$ cat src/rtl/ckpt_pkg.sv
package ckpt_pkg;

    typedef enum logic [3:0] {
        ST_RUN,
        ST_FREEZE,
        ST_DRAIN,
        ST_ARRAY_RST,
        ST_SCRUB,
        ST_VERIFY,
        ST_RESTART,
        ST_CONFIRM,
        ST_LOG,
        ST_CHKSTOP
    } rec_state_e;

    typedef enum logic [2:0] {
        STOP_NONE    = 3'd0,
        STOP_UNCORR  = 3'd1,
        STOP_PERSIST = 3'd2,
        STOP_REPEAT  = 3'd3,
        STOP_TIMEOUT = 3'd4
    } stop_cause_e;

    // Number of Hamming check bits for a data width (overall parity excluded).
    function automatic int hamming_bits(input int dw);
        int p;
        p = 1;
        while ((1 << p) < dw + p + 1) p++;
        return p;
    endfunction

    // Codeword position of data bit d: the d-th position that is not a power of two.
    function automatic int data_pos(input int d);
        int cnt;
        int pos;
        cnt = 0;
        pos = 0;
        for (int q = 3; q <= 2 * d + 8; q++) begin
            if (pos == 0 && (q & (q - 1)) != 0) begin
                if (cnt == d) pos = q;
                cnt++;
            end
        end
        return pos;
    endfunction

endpackage

$ cat src/rtl/ckpt_secded_enc.sv
module ckpt_secded_enc
    import ckpt_pkg::*;
#(
    parameter int DW = 32,
    parameter int PW = hamming_bits(DW)
) (
    input  logic [DW-1:0] data,
    output logic [PW:0]   chk
);

    logic [PW-1:0] ham;

    always_comb begin
        logic [31:0] pos;
        ham = '0;
        for (int d = 0; d < DW; d++) begin
            pos = 32'(data_pos(d));
            for (int b = 0; b < PW; b++) begin
                if (pos[b]) ham[b] = ham[b] ^ data[d];
            end
        end
        chk = {(^data) ^ (^ham), ham};
    end

endmodule

$ cat src/rtl/ckpt_secded_dec.sv
module ckpt_secded_dec
    import ckpt_pkg::*;
#(
    parameter int DW = 32,
    parameter int PW = hamming_bits(DW)
) (
    input  logic [DW-1:0] data,
    input  logic [PW:0]   chk,
    output logic [DW-1:0] cdata,
    output logic          err_corr,
    output logic          err_unc
);

    logic [PW-1:0] ham;
    logic [PW-1:0] syn;
    logic          odd;

    always_comb begin
        logic [31:0] pos;
        ham = '0;
        for (int d = 0; d < DW; d++) begin
            pos = 32'(data_pos(d));
            for (int b = 0; b < PW; b++) begin
                if (pos[b]) ham[b] = ham[b] ^ data[d];
            end
        end
        syn = ham ^ chk[PW-1:0];
        odd = (^data) ^ (^chk);
        cdata = data;
        for (int d = 0; d < DW; d++) begin
            if (odd && syn == PW'(data_pos(d))) cdata[d] = ~data[d];
        end
        err_corr = odd;
        err_unc  = !odd && (syn != '0);
    end

endmodule

$ cat src/rtl/ckpt_regfile.sv
module ckpt_regfile #(
    parameter int NREG = 16,
    parameter int CW   = 39,
    parameter int IW   = $clog2(NREG)
) (
    input  logic          clk,
    input  logic          rst_n,
    input  logic          we,
    input  logic [IW-1:0] widx,
    input  logic [CW-1:0] wword,
    input  logic          flt_en,
    input  logic          flt_store,
    input  logic [IW-1:0] flt_idx,
    input  logic [CW-1:0] flt_mask,
    input  logic [IW-1:0] ridx,
    output logic [CW-1:0] rword
);

    logic [CW-1:0] mem_q [NREG];

    always_ff @(posedge clk or negedge rst_n) begin
        if (!rst_n) begin
            for (int i = 0; i < NREG; i++) mem_q[i] <= '0;
        end else if (we) begin
            mem_q[widx] <= wword;
        end else if (flt_store) begin
            mem_q[flt_idx] <= mem_q[flt_idx] ^ flt_mask;
        end
    end

    // A held injection models a solid fault on the read path.
    assign rword = mem_q[ridx] ^ ((flt_en && flt_idx == ridx) ? flt_mask : '0);

endmodule

$ cat src/rtl/ckpt_recovery_seq.sv
module ckpt_recovery_seq
    import ckpt_pkg::*;
#(
    parameter int NREG    = 16,
    parameter int DW      = 32,
    parameter int TIMEOUT = 256,
    localparam int IW     = $clog2(NREG),
    localparam int PW     = hamming_bits(DW),
    localparam int CW     = DW + PW + 1
) (
    input  logic          clk,
    input  logic          rst_n,
    input  logic          res_a_valid,
    input  logic [IW-1:0] res_a_idx,
    input  logic [DW-1:0] res_a_data,
    input  logic          res_b_valid,
    input  logic [IW-1:0] res_b_idx,
    input  logic [DW-1:0] res_b_data,
    input  logic          err_flag,
    output logic          drain_req,
    input  logic          drain_ack,
    output logic          arr_rst_req,
    input  logic          arr_rst_ack,
    output logic          restart_req,
    input  logic          restart_ack,
    output logic          log_req,
    input  logic          log_ack,
    output logic          shd_we,
    output logic [IW-1:0] shd_idx,
    output logic [DW-1:0] shd_data,
    input  logic          flt_en,
    input  logic          flt_store,
    input  logic [IW-1:0] flt_idx,
    input  logic [CW-1:0] flt_mask,
    output logic          recovering,
    output logic          chkstop,
    output logic [2:0]    stop_cause
);

    localparam int TW = $clog2(TIMEOUT + 1);

    rec_state_e    state_q, state_d;
    stop_cause_e   cause_q, cause_d;
    logic [IW-1:0] scan_q;
    logic [TW-1:0] wait_q;

    logic          event_any, event_match, event_bad;
    logic          waiting, timed_out, scan_last;
    logic          commit, scrub_we;
    logic [CW-1:0] rd_word, wr_word;
    logic [DW-1:0] dec_data, enc_in;
    logic          dec_corr, dec_unc;
    logic [PW:0]   enc_chk;
    logic          rf_we;
    logic [IW-1:0] rf_widx;

    // Cross-compare of the duplicated units
    assign event_any   = res_a_valid | res_b_valid;
    assign event_match = res_a_valid && res_b_valid &&
                         (res_a_idx == res_b_idx) && (res_a_data == res_b_data);
    assign event_bad   = (event_any && !event_match) || err_flag;

    assign waiting   = (state_q == ST_DRAIN) || (state_q == ST_ARRAY_RST) ||
                       (state_q == ST_RESTART) || (state_q == ST_CONFIRM) ||
                       (state_q == ST_LOG);
    assign timed_out = waiting && (wait_q == TW'(TIMEOUT - 1));
    assign scan_last = (scan_q == IW'(NREG - 1));

    // Storage and ECC
    ckpt_regfile #(.NREG(NREG), .CW(CW), .IW(IW)) u_rf (
        .clk      (clk),
        .rst_n    (rst_n),
        .we       (rf_we),
        .widx     (rf_widx),
        .wword    (wr_word),
        .flt_en   (flt_en),
        .flt_store(flt_store),
        .flt_idx  (flt_idx),
        .flt_mask (flt_mask),
        .ridx     (scan_q),
        .rword    (rd_word)
    );

    ckpt_secded_dec #(.DW(DW), .PW(PW)) u_dec (
        .data    (rd_word[DW-1:0]),
        .chk     (rd_word[CW-1:DW]),
        .cdata   (dec_data),
        .err_corr(dec_corr),
        .err_unc (dec_unc)
    );

    assign enc_in = (state_q == ST_SCRUB) ? dec_data : res_a_data;

    ckpt_secded_enc #(.DW(DW), .PW(PW)) u_enc (
        .data(enc_in),
        .chk (enc_chk)
    );

    assign wr_word = {enc_chk, enc_in};
    assign rf_we   = commit | scrub_we;
    assign rf_widx = scrub_we ? scan_q : res_a_idx;

    // State register
    always_ff @(posedge clk or negedge rst_n) begin
        if (!rst_n) begin
            state_q <= ST_RUN;
            cause_q <= STOP_NONE;
            scan_q  <= '0;
            wait_q  <= '0;
        end else begin
            state_q <= state_d;
            cause_q <= cause_d;
            if ((state_q == ST_SCRUB || state_q == ST_VERIFY) && state_d == state_q)
                scan_q <= scan_q + 1'b1;
            else
                scan_q <= '0;
            if (waiting && state_d == state_q)
                wait_q <= wait_q + 1'b1;
            else
                wait_q <= '0;
        end
    end

    // Next state
    always_comb begin
        state_d = state_q;
        cause_d = cause_q;
        unique case (state_q)
            ST_RUN: begin
                if (event_bad) state_d = ST_FREEZE;
            end
            ST_FREEZE: begin
                state_d = ST_DRAIN;
            end
            ST_DRAIN: begin
                if (drain_ack) begin
                    state_d = ST_ARRAY_RST;
                end else if (timed_out) begin
                    state_d = ST_CHKSTOP;
                    cause_d = STOP_TIMEOUT;
                end
            end
            ST_ARRAY_RST: begin
                if (arr_rst_ack) begin
                    state_d = ST_SCRUB;
                end else if (timed_out) begin
                    state_d = ST_CHKSTOP;
                    cause_d = STOP_TIMEOUT;
                end
            end
            ST_SCRUB: begin
                if (dec_unc) begin
                    state_d = ST_CHKSTOP;
                    cause_d = STOP_UNCORR;
                end else if (scan_last) begin
                    state_d = ST_VERIFY;
                end
            end
            ST_VERIFY: begin
                if (dec_corr || dec_unc) begin
                    state_d = ST_CHKSTOP;
                    cause_d = STOP_PERSIST;
                end else if (scan_last) begin
                    state_d = ST_RESTART;
                end
            end
            ST_RESTART: begin
                if (restart_ack) begin
                    state_d = ST_CONFIRM;
                end else if (timed_out) begin
                    state_d = ST_CHKSTOP;
                    cause_d = STOP_TIMEOUT;
                end
            end
            ST_CONFIRM: begin
                if (event_bad) begin
                    state_d = ST_CHKSTOP;
                    cause_d = STOP_REPEAT;
                end else if (event_match) begin
                    state_d = ST_LOG;
                end else if (timed_out) begin
                    state_d = ST_CHKSTOP;
                    cause_d = STOP_TIMEOUT;
                end
            end
            ST_LOG: begin
                if (event_bad) begin
                    state_d = ST_FREEZE;
                end else if (log_ack) begin
                    state_d = ST_RUN;
                end else if (timed_out) begin
                    state_d = ST_CHKSTOP;
                    cause_d = STOP_TIMEOUT;
                end
            end
            ST_CHKSTOP: begin
                state_d = ST_CHKSTOP;
            end
            default: begin
                state_d = ST_CHKSTOP;
                cause_d = STOP_PERSIST;
            end
        endcase
    end

    // Outputs
    always_comb begin
        drain_req   = 1'b0;
        arr_rst_req = 1'b0;
        restart_req = 1'b0;
        log_req     = 1'b0;
        commit      = 1'b0;
        scrub_we    = 1'b0;
        recovering  = 1'b1;
        chkstop     = 1'b0;
        unique case (state_q)
            ST_RUN: begin
                recovering = 1'b0;
                commit     = event_match && !err_flag;
            end
            ST_FREEZE:    ;
            ST_DRAIN:     drain_req   = 1'b1;
            ST_ARRAY_RST: arr_rst_req = 1'b1;
            ST_SCRUB:     scrub_we    = !dec_unc;
            ST_VERIFY:    ;
            ST_RESTART:   restart_req = 1'b1;
            ST_CONFIRM:   commit      = event_match && !err_flag;
            ST_LOG: begin
                log_req = 1'b1;
                commit  = event_match && !err_flag;
            end
            ST_CHKSTOP: begin
                recovering = 1'b0;
                chkstop    = 1'b1;
            end
            default: begin
                recovering = 1'b0;
                chkstop    = 1'b1;
            end
        endcase
    end

    assign shd_we     = scrub_we;
    assign shd_idx    = scan_q;
    assign shd_data   = dec_data;
    assign stop_cause = cause_q;

endmodule

$ cat config.mk
export PLATFORM = sky130hd
export DESIGN_NAME = ckpt_recovery_seq
export DESIGN_NICKNAME = d
export VERILOG_FILES = /design/src/rtl/ckpt_pkg.sv /design/src/rtl/ckpt_secded_enc.sv /design/src/rtl/ckpt_secded_dec.sv /design/src/rtl/ckpt_regfile.sv /design/src/rtl/ckpt_recovery_seq.sv
export SDC_FILE = /design/constraint.sdc
export NUM_CORES = 2
export LEC_CHECK = 0
export ABC_CLOCK_PERIOD_IN_PS = 6800
export BUFFER_PORTS_ARGS = -buffer_cell sky130_fd_sc_hd__buf_2
export CAP_MARGIN = 20
export CORE_MARGIN = 1
export CORE_UTILIZATION = 30
export CTS_CLUSTER_SIZE = 14
export DETAILED_ROUTE_END_ITERATION = 10
export PLACE_DENSITY = 0.55
export REMOVE_ABC_BUFFERS = 1
export SLEW_MARGIN = 40
export SYNTH_ARGS = -nofsm -noshare
export SYNTH_HDL_FRONTEND = slang
export SYNTH_HIERARCHICAL = 1
export SYNTH_SLANG_ARGS = --single-unit
$ cat constraint.sdc
create_clock -name clk -period 6.8 [get_ports clk]
set_input_delay 0.68 -clock clk [delete_from_list [all_inputs] [get_ports clk]]
set_output_delay 0.68 -clock clk [all_outputs]
set_load 0.02 [all_outputs]
==> results_tabular.tex <==
\begin{tabular}{lr}
\hline
Metric & Value \\
\hline
\multicolumn{2}{l}{\textbf{Floorplanning}} \\
\quad Die Y & 380 um \\
\quad Width of the die & 380 um \\
\quad Boundary pin count & 172 \\
\quad Cell row count & 138 \\
\quad Effective utilization at floorplan & 30.3\% \\
\quad Core footprint & 142000 um\^{}2 \\
\quad Full die area & 145000 um\^{}2 \\
\multicolumn{2}{l}{\textbf{GRT}} \\
\quad Number of antenna violations at the first check in global routing & 6 \\
\quad Total GRT Usage & 26.7\% \\
\quad Maximum number of pins on one net before global-route repair & 104 \\
\quad Vias in the first global route & 38900 \\
\quad Overflow left after global routing & 0 \\
\quad Wire length of the first global-routing pass & 284 mm \\
\multicolumn{2}{l}{\textbf{STA}} \\
\quad TNS Setup & -2880 ps \\
\quad Setup Skew & 37.7 ps \\
\quad Least-Margin Pin Slew & 911 ps \\
\quad Total of endpoints with negative setup slack in the final report & 16 \\
\quad Endpoints failing hold & 0 \\
\quad Time the worst path needs with I/O delays and setup & 7040 ps \\
\quad Worst slack on hold paths & 432 ps \\
\quad Share of the cycle needed by the critical path after routing & 104\% \\
\quad Setup repair after global routing missed its margin & true \\
\quad Max-slew violations & 0 \\
\quad Max-Slew Margin vs Limit & 39.1\% \\
\quad Timing-limited maximum frequency & 142 MHz \\
\quad Worst Slack Setup Final & -243 ps \\
\multicolumn{2}{l}{\textbf{Cells and area}} \\
\quad Antenna diode count & 0 \\
\quad Fraction of final layout cells with drive strength greater than 1 & 33.2\% \\
\quad Layout area overhead & 25.7\% \\
\quad Cell area after layout & 54000 um\^{}2 \\
\quad Utilization after layout & 38.1\% \\
\quad Number of nets in the finished design & 4662 \\
\quad Multi-input combinational cell area & 25900 um\^{}2 \\
\quad Sequential cell area & 16100 um\^{}2 \\
\quad FILL cells & 13700 \\
\multicolumn{2}{l}{\textbf{Synthesis}} \\
\quad Number of synthesis warnings & 6 \\
\quad Post-synthesis instance total & 4159 \\
\quad Share of synthesized registers carrying an async set or reset & 100\% \\
\quad Post-synthesis instance area & 42900 um\^{}2 \\
\quad Synthesized area per cell & 10.3 um\^{}2 \\
\quad Share of the synthesized area in the top cell type & 37.5\% \\
\quad Post-synth EDFFs & 0 \\
\quad Library cell occupying the most area in the post-synthesis netlist & sky130\_fd\_sc\_hd\_\_dfrtp\_1 \\
\quad Number of storage elements in the synthesis netlist & 644 \\
\quad Primary flip-flop cell chosen by synthesis mapping & sky130\_fd\_sc\_hd\_\_dfrtp\_1 \\
\quad Ranking of synthesized cells by area & sky130\_fd\_sc\_hd\_\_dfrtp\_1 (38\%), sky130\_fd\_sc\_hd\_\_mux4\_2 (12\%), sky130\_fd\_sc\_hd\_\_nor2\_1 (7.8\%) \\
\quad Yosys cell types & 85 \\
\quad Sequential area share after synthesis & 37.5\% \\
\multicolumn{2}{l}{\textbf{Clock tree}} \\
\quad Maximum level of the CTS H-tree & 3 \\
\quad Number of clock buffers inserted by TritonCTS & 78 \\
\quad CTS tree & built \\
\quad Root buffer selected by CTS & sky130\_fd\_sc\_hd\_\_clkbuf\_16 \\
\quad TritonCTS Sinks & 644 \\
\quad Worst-Skew Late Latency & 690 ps \\
\quad Clock transition time at the flip-flop clock pins of the worst setup and hold paths & 60 ps \\
\quad Deepest clock path buffer count & 3 \\
\multicolumn{2}{l}{\textbf{Critical path}} \\
\quad Biggest fanout along the worst timing path & 8 \\
\quad Crit-path most repeated cell & sky130\_fd\_sc\_hd\_\_buf\_4 \\
\quad Crit path required time & 7380 ps \\
\quad Buffer and inverter count on the worst path & 9 \\
\quad Kind of critical path & reg2reg \\
\quad Cell type group with the largest total delay on the critical path & XOR/XNOR gates \\
\quad Max incr delay on CP & 520 ps \\
\quad CP max-delay cell & sky130\_fd\_sc\_hd\_\_dfrtp\_4 \\
\quad Critical Path Source Type & register \\
\quad Crit path launch & shd\_idx[0] \\
\quad Crit path arrival time & 7620 ps \\
\quad R2R Path Start & shd\_idx[0] \\
\quad Kind of end point of the critical path & register \\
\multicolumn{2}{l}{\textbf{Power}} \\
\quad Ratio of total power to cell area & 719 nW/um\^{}2 \\
\quad Leakage power & 0.0212 uW \\
\quad Highest ir drop seen on vdd & 1.69 mV \\
\quad Overall power of the completed layout & 38800 uW \\
\multicolumn{2}{l}{\textbf{Route}} \\
\quad Number of nets with antenna violations after routing & 0 \\
\quad Drt drc & 0 \\
\quad Overall via count from detail\_route & 39600 \\
\quad Per-cell via count in the routed design & 6.11 \\
\quad Final wirelength & 198 mm \\
\quad Length of the first detailed-routing pass in iterations & 5 \\
\quad WL/cell & 30.6 um \\
\quad Initial drt markers & 4882 \\
\multicolumn{2}{l}{\textbf{Outcome}} \\
\quad Status & complete, but fails checks \\
\quad Failing checks & negative setup slack \\
\multicolumn{2}{l}{\textbf{Place}} \\
\quad Area after detailed placement & 49800 um\^{}2 \\
\quad IO Port Bufs & 171 \\
\quad Gpl congestion & 0.931 \\
\quad HPWL Detailed & 131 mm \\
\multicolumn{2}{l}{\textbf{Flow run}} \\
\quad Max Cap Violations & 0 \\
\multicolumn{2}{l}{\textbf{Hold path}} \\
\quad Worst hold path type & in2reg \\
\quad Hold Startpoint & log\_ack \\
\hline
\end{tabular}
[final cells by class]
type / count / area share [%]
Clock inverter: 25 / 0.675
Clock buffer: 116 / 4.05
Sequential cell: 644 / 29.9
Multi-Input combinational cell: 3074 / 48.1
Inverter: 11 / 0.0765
Timing Repair Buffer: 724 / 12.8
Tap cell: 1890 / 4.38
[Yosys cell counts (5+ instances only)]
cell / instances
sky130_fd_sc_hd__a22o_1: 39
sky130_fd_sc_hd__o22ai_1: 277
sky130_fd_sc_hd__a21oi_1: 11
sky130_fd_sc_hd__nor2_1: 889
sky130_fd_sc_hd__and2_0: 8
sky130_fd_sc_hd__xnor2_1: 224
sky130_fd_sc_hd__buf_4: 28
sky130_fd_sc_hd__buf_8: 5
sky130_fd_sc_hd__nor4_1: 10
sky130_fd_sc_hd__and2_1: 5
sky130_fd_sc_hd__buf_2: 66
sky130_fd_sc_hd__a211oi_1: 313
sky130_fd_sc_hd__xnor3_2: 5
sky130_fd_sc_hd__o21a_1: 235
sky130_fd_sc_hd__o21ai_0: 43
sky130_fd_sc_hd__inv_1: 11
sky130_fd_sc_hd__a22oi_1: 40
sky130_fd_sc_hd__nor2b_1: 12
sky130_fd_sc_hd__nor4_2: 7
sky130_fd_sc_hd__nand2b_1: 17
sky130_fd_sc_hd__nand2_1: 121
sky130_fd_sc_hd__mux2_2: 114
sky130_fd_sc_hd__dfrtp_1: 644
sky130_fd_sc_hd__buf_1: 56
sky130_fd_sc_hd__o221a_2: 39
sky130_fd_sc_hd__xnor3_1: 22
sky130_fd_sc_hd__mux4_2: 234
sky130_fd_sc_hd__a221oi_2: 78
sky130_fd_sc_hd__buf_6: 10
sky130_fd_sc_hd__o21ai_1: 13
sky130_fd_sc_hd__mux2i_1: 80
sky130_fd_sc_hd__nand3_1: 24
sky130_fd_sc_hd__xor2_1: 77
sky130_fd_sc_hd__nand4_1: 22
sky130_fd_sc_hd__xnor2_2: 25
sky130_fd_sc_hd__nor3_1: 12
sky130_fd_sc_hd__clkbuf_1: 261
[power breakdown]
part / total (uW) / switching [uW] / internal [uW]
logic: 27100 / 13900 / 13200
registers: 7350 / 1600 / 5750
clock network: 4330 / 1830 / 2510
[registers in the layout, indices dropped and copies added (netlist names)]
register / count
shd_idx: 4
state_q: 4
stop_cause: 3
u_rf/mem_q: 624
wait_q: 9
[path summary, 6_finish.rpt]
| path | endpoint | slack (ps) | cells after the start |
|---|---|---|---|
| worst max register to register | u_rf/mem_q[272] | -240 | 29 |
| worst min-delay path | state_q[3] | 430 | 4 |
| worst max-delay path | u_rf/mem_q[272] | -240 | 29 |
| worst min register to register | stop_cause[2] | 500 | 1 |
| max in group asynchronous | u_rf/mem_q[178] | 4680 | 5 |
| min in group asynchronous | wait_q[2] | 480 | 2 |
[kinds of logic after synthesis]
logic type      after synthesis  share of synthesized area, %
xor+xnor                    357                          8.72
compound gates             1106                          20.1
mux                         430                          17.2
simple gates               1178                          11.7
flops                       644                          37.5
fa+ha+maj                     3                        0.0875
buf+inv                     441                          4.67
[layout by cell type, fill, tap and decap left out, drive strengths merged, types with 5 or more instances in the layout]
cell type,synthesis,routed
nor4b,8,8
a221oi,78,78
o221a,39,39
and2,13,13
and3,5,5
nand3,28,28
a21oi,11,11
xnor3,27,27
nor4,18,18
clkbuf,264,116
mux4,234,234
nor2,889,889
nor3,12,12
bufinv,0,7
mux2,114,114
buf,166,722
xnor2,250,250
nor3b,5,5
inv,11,19
o21a,235,235
o21ai,57,57
clkinv,0,10
and4,5,5
nand4,22,22
a22oi,40,40
xor2,79,79
mux2i,82,82
o22ai,277,277
a211oi,315,315
a22o,39,39
nand2b,17,17
dfrtp,644,644
nor2b,12,12
nand2,123,123
[timing repair]
item / CTS / global route
setup endpoints to repair: 580 / 574
setup buffers: 47 / 22
hold endpoints to repair: 40 / 0
pin swaps: 30 / 39
gates resized for setup: 89 / 86
gates cloned: 3 / 0
hold buffers: 1 / 0
[routing by layer]
metal  track usage (%)  vias to the layer above  share of wire, %  wire length [um]
met2              40.4                     2769                44             87100
met1              35.3                    20000                39             76900
met4              12.7                       12               5.4             10700
met3              7.31                      638                12             23500
met5                 0                        -             0.040                80
li1                  -                    16200                 -                 -
[worst register-to-register path, delay by kind of cell, from the launching register on]
family,cells,cell delay [ps]
AOI/OAI and AO/OA,4,650
DFF,1,520
buffers and inverters,9,1420
muxes,2,730
xor gates and xnor gates,10,3120
and+or+nand+nor,4,510
[metrics by stage]
step	std cells	setup slack, ps
after detailed placement	6273	-448
after CTS	6465	-75.8
after global placement	6267	-524
final	6484	-243
after floorplan	3729	-12400
after global routing	6484	-339
(Power assumes the default switching activity.)
